**config.mk**
```make
export PLATFORM = sky130hd
export DESIGN_NAME = onewire_slot_engine
export DESIGN_NICKNAME = d
export VERILOG_FILES = /design/src/rtl/onewire_slot_engine.sv
export SDC_FILE = /design/constraint.sdc
export NUM_CORES = 1
export LEC_CHECK = 0
export BUFFER_PORTS_ARGS = -buffer_cell sky130_fd_sc_hd__buf_2
export CAP_MARGIN = 20
export CORE_MARGIN = 5
export CORE_UTILIZATION = 29
export CTS_BUF_LIST = sky130_fd_sc_hd__clkbuf_4
export CTS_CLUSTER_SIZE = 25
export DETAILED_ROUTE_END_ITERATION = 16
export PLACE_DENSITY_LB_ADDON = 0.08
export SYNTH_ARGS = -nofsm -noshare
export SYNTH_HDL_FRONTEND = slang
export SYNTH_SLANG_ARGS = --single-unit
```
**constraint.sdc**
```tcl
create_clock -name clk -period 2.2 [get_ports clk]
set_clock_uncertainty 0.05 [all_clocks]
set_input_delay 0.33 -clock clk [delete_from_list [all_inputs] [get_ports clk]]
set_output_delay 0.33 -clock clk [all_outputs]
set_load 0.005 [all_outputs]
```
**src/rtl/onewire_slot_engine.sv**
```systemverilog
module onewire_slot_engine #(
  parameter int RST_STD  = 480,
  parameter int RST_OD   = 48,
  parameter int PDLY_STD = 30,
  parameter int PDLY_OD  = 3,
  parameter int PRES_STD = 120,
  parameter int PRES_OD  = 12,
  parameter int SAMP_STD = 30,
  parameter int SAMP_OD  = 3,
  parameter int HOLD_STD = 45,
  parameter int HOLD_OD  = 5
) (
  input  logic clk,
  input  logic rst_n,
  input  logic us_tick,
  input  logic line_in,
  input  logic tx_en,
  input  logic tx_bit,
  input  logic od_set,
  output logic line_pull,
  output logic bit_valid,
  output logic bit_value,
  output logic reset_seen,
  output logic overdrive
);
  localparam int T1   = (PDLY_STD > PRES_STD) ? PDLY_STD : PRES_STD;
  localparam int T2   = (SAMP_STD > HOLD_STD) ? SAMP_STD : HOLD_STD;
  localparam int TMAX = (T1 > T2) ? T1 : T2;
  localparam int CW   = $clog2(TMAX + 1);
  localparam int LW   = $clog2(RST_STD + 1);

  typedef enum logic [1:0] {ST_IDLE, ST_SLOT, ST_WAIT, ST_PRES} state_t;

  state_t        state;
  logic          s1, s2, prev;
  logic [LW-1:0] lowcnt;
  logic [CW-1:0] cnt;
  logic          fall, rise, rst_det, long_rst;
  logic [LW-1:0] rst_thr;
  logic [CW-1:0] pdly_t, pres_t, samp_t, hold_t;

  always_ff @(posedge clk) begin
    if (!rst_n) begin
      s1   <= 1'b1;
      s2   <= 1'b1;
      prev <= 1'b1;
    end else begin
      s1   <= line_in;
      s2   <= s1;
      prev <= s2;
    end
  end

  assign fall = prev & ~s2;
  assign rise = ~prev & s2;

  always_ff @(posedge clk) begin
    if (!rst_n || s2)
      lowcnt <= '0;
    else if (us_tick && lowcnt != LW'(RST_STD))
      lowcnt <= lowcnt + 1'b1;
  end

  assign rst_thr  = overdrive ? LW'(RST_OD) : LW'(RST_STD);
  assign long_rst = lowcnt >= LW'(RST_STD);
  assign rst_det  = rise && (lowcnt >= rst_thr);

  assign pdly_t = overdrive ? CW'(PDLY_OD) : CW'(PDLY_STD);
  assign pres_t = overdrive ? CW'(PRES_OD) : CW'(PRES_STD);
  assign samp_t = overdrive ? CW'(SAMP_OD) : CW'(SAMP_STD);
  assign hold_t = overdrive ? CW'(HOLD_OD) : CW'(HOLD_STD);

  always_ff @(posedge clk) begin
    if (!rst_n) begin
      state      <= ST_IDLE;
      cnt        <= '0;
      line_pull  <= 1'b0;
      bit_valid  <= 1'b0;
      bit_value  <= 1'b0;
      reset_seen <= 1'b0;
      overdrive  <= 1'b0;
    end else begin
      bit_valid  <= 1'b0;
      reset_seen <= 1'b0;
      if (rst_det) begin
        state      <= ST_WAIT;
        cnt        <= '0;
        line_pull  <= 1'b0;
        reset_seen <= 1'b1;
        overdrive  <= overdrive & ~long_rst;
      end else begin
        if (od_set) overdrive <= 1'b1;
        case (state)
          ST_IDLE: if (fall) begin
            state     <= ST_SLOT;
            cnt       <= '0;
            line_pull <= tx_en & ~tx_bit;
          end
          ST_SLOT: begin
            if (us_tick && cnt != hold_t) cnt <= cnt + 1'b1;
            if (us_tick && (cnt + 1'b1) == samp_t) begin
              bit_valid <= 1'b1;
              bit_value <= s2;
            end
            if (us_tick && (cnt + 1'b1) == hold_t) line_pull <= 1'b0;
            if (cnt == hold_t && s2) state <= ST_IDLE;
          end
          ST_WAIT: if (us_tick) begin
            if ((cnt + 1'b1) == pdly_t) begin
              state     <= ST_PRES;
              cnt       <= '0;
              line_pull <= 1'b1;
            end else cnt <= cnt + 1'b1;
          end
          default: if (us_tick) begin
            if ((cnt + 1'b1) == pres_t) begin
              state     <= ST_IDLE;
              cnt       <= '0;
              line_pull <= 1'b0;
            end else cnt <= cnt + 1'b1;
          end
        endcase
      end
    end
  end
endmodule

```
==> results_dict.tcl <==
set metrics [dict create \
    rsz0062_at_grt "yes" \
    p_per_area_nw_per_um2 358 \
    syn_area_sq_um 1920 \
    ys_seq_area_share_pct 27.1 \
    wl_mm 5.21 \
    root_buffer "clkbuf_4" \
    avgViaCountPerCell 5.06 \
    reg2reg_slack_ps 40 \
    yosysTopAreaCellShare_pct 27.1 \
    critPathCaptureType "register" \
    period_share_pct 98.1 \
    cts.path.max_buffers 2 \
    irDropWorstVdd_v 0.000196 \
    maxSlewHeadroom_pct 67.3 \
    wl_per_cell_um 14.7 \
    die_area_sq_um 8340 \
    die_width_um 91.3 \
    hold_viol 0 \
    cts_tree "done" \
    synth_seq_cells 26 \
    status "completed" \
    dp_slack_ps -65.3 \
    syn_area_per_cell_sq_um 8.16 \
    use_met1_pct 17.3 \
    grt_pass1_vias 1745 \
    max_clock_freq_mhz 463 \
    seq_area_sq_um 533 \
    async_flop_share_pct 0 \
    fin_util_pct 38.7 \
    crit_type "reg -> reg" \
    path_clk_slew_ps 150 \
    initial_core_util_pct 30.0 \
    grt_max_degree 14 \
    area_growth_pct 28.8 \
    port_buffers 11 \
    finalWorstSetupSlack_ps 41.4 \
    worst-path-max-fanout 5 \
    top_usage_layer "met2" \
    holdCritStartpoint "line_in" \
    synthTopCellsByArea "dfxtp_1 (27%), ha_1 (8.5%), a21oi_1 (3.4%)" \
    cap_viol_max_count 0 \
    synthCells 235 \
    ios 12 \
    r2r_start "cnt[0]" \
    vias 1796 \
    rr_endpoint "bit_value" \
    yosysTopAreaCell "dfxtp_1" \
    yosysWarningCount 0 \
    core_area_sq_um 6390 \
    grt_usage_pct 12.4 \
    power_leakage_nw 0.952 \
    cp_data_arrival_time_ps 2390 \
    worstHoldPathCells 2 \
    cts.sinks 26 \
    globalRouteMet3Util_pct 1.57 \
    cp_data_required_time_ps 2430 \
    place_congestion 0.769 \
    drt_iter0_drc 47 \
    drive_gt1_share_pct 33.5 \
    die_y_um 91.3 \
    gr-total-overflow 0 \
    h-tree-depth 1 \
    numCtsBuffers 3 \
    ys_top_cells_by_count "dfxtp_1 (26), nor2_1 (17), nand2_1 (16)" \
    slew_violations 0 \
    post-route-drc-count 0 \
    yosysMostFrequentCell "dfxtp_1" \
    antenna_cells 0 \
    ant_nets 0 \
    synthFlopType "dfxtp_1" \
    design_area_sq_um 2470 \
    hold_class "in -> reg" \
    antenna_found_initial 0 \
    placementRows 29 \
    cts_hold_buf 0 \
    cp-start-kind "register" \
    clk_latency_ps 320 \
    detail_route.first_pass.iterations 4 \
    synth_edf_count 0 \
    met2_usage_pct 20.3 \
    multiInputGateArea_sq_um 1350 \
    worstMarginPinSlew_ps 486 \
    layout.nets 300 \
    syn_nets 255 \
    n_fill_cell 685 \
    whs_endpoint "s1" \
    placed_area_sq_um 2290 \
    place_hpwl_mm 3.95 \
    post_synth_num_cell_types 61 \
    finalSetupTns_ps 0 \
    grt_pass1_wl_mm 8.67 \
    fin_crit_ps 2160 \
    r2r_cells 9 \
    setup-violations-final 0 \
]
-- worst max path at each step --
stage	from	end	cells past startpoint
floorplan	cnt[1]	state[1]	8
detailed placement	overdrive	state[1]	6
finish	cnt[0]	bit_value	9
global placement	cnt[0]	state[1]	7
CTS	cnt[0]	state[1]	8
global route	cnt[0]	bit_value	9
-- cell usage in the layout (no fill, tap or decap), types with 5 or more instances in the layout --
| cell type | count |
|---|---|
| nand2b_1 | 5 |
| nor2b_1 | 5 |
| a21oi_1 | 13 |
| o221ai_1 | 5 |
| buf_4 | 37 |
| ha_1 | 11 |
| nor3b_1 | 5 |
| buf_6 | 7 |
| nor4_1 | 6 |
| dfxtp_1 | 20 |
| inv_1 | 12 |
| xnor2_1 | 7 |
| nor2_1 | 17 |
| nand3_1 | 11 |
| and2_1 | 6 |
| buf_2 | 11 |
| nand2_1 | 16 |
-- where the power goes --
| group | internal (mW) | switching [mW] | total, mW |
|---|---|---|---|
| logic | 0.0866 | 0.100 | 0.187 |
| clock network | 0.0641 | 0.144 | 0.208 |
| registers | 0.479 | 0.00947 | 0.489 |
-- state kept, by name, summed over array words and instances (netlist names) --
register and count:
bit_valid 1, s1 1, bit_value 1, prev 1
line_pull 1, cnt 7, reset_seen 1, lowcnt 9
overdrive 1, state 2, s2 1
-- critical path, cell delays in order (launching register included) --
cell and delay, ps:
dfxtp_2 380, buf_6 130, buf_6 100, nand2_4 50, or3_4 360, o211a_1 270, or2_4 260, buf_6 120
o31ai_4 220, o311a_1 180
-- layout make-up --
| cell class | count | area share (%) |
|---|---|---|
| flip-flops and latches | 26 | 21.6 |
| inverters | 14 | 2.13 |
| well taps | 77 | 3.90 |
| clock buffers | 3 | 0.912 |
| multi-input cells | 180 | 54.8 |
| repair buffers | 55 | 16.7 |
-- what timing repair did --
action / in CTS / in global routing
resized for setup: 13 / 21
pin swaps: 7 / 14
endpoints found under the setup margin: 8 / 11
setup buffers: 1 / 1
-- metal layers --
layer,up-vias,routed length (um),share of wire [%]
li1,939,-,-
met1,835,2560,49
met2,20,2470,48
met3,2,135,2.6
met4,0,31,0.60
met5,-,0,0
-- cells by family after synthesis --
family,synth area share [%]
simple gates,30.5
compound gates,19.4
buf+inv,7.57
xor+xnor,5.87
mux,1.11
fa+ha+maj,8.48
flops,27.1
-- metrics by stage --
stage | instances | power, mW | hold WS (ps)
2_1_floorplan | 235 | 0.609 | 336
3_3_place_gp | 350 | 0.673 | 338
3_5_place_dp | 350 | 0.672 | 343
4_1_cts | 354 | 0.896 | 99.2
5_1_grt | 355 | 0.941 | 122
6_report | 355 | 0.884 | 118
Note: power is estimated with default switching activity, not from simulation.
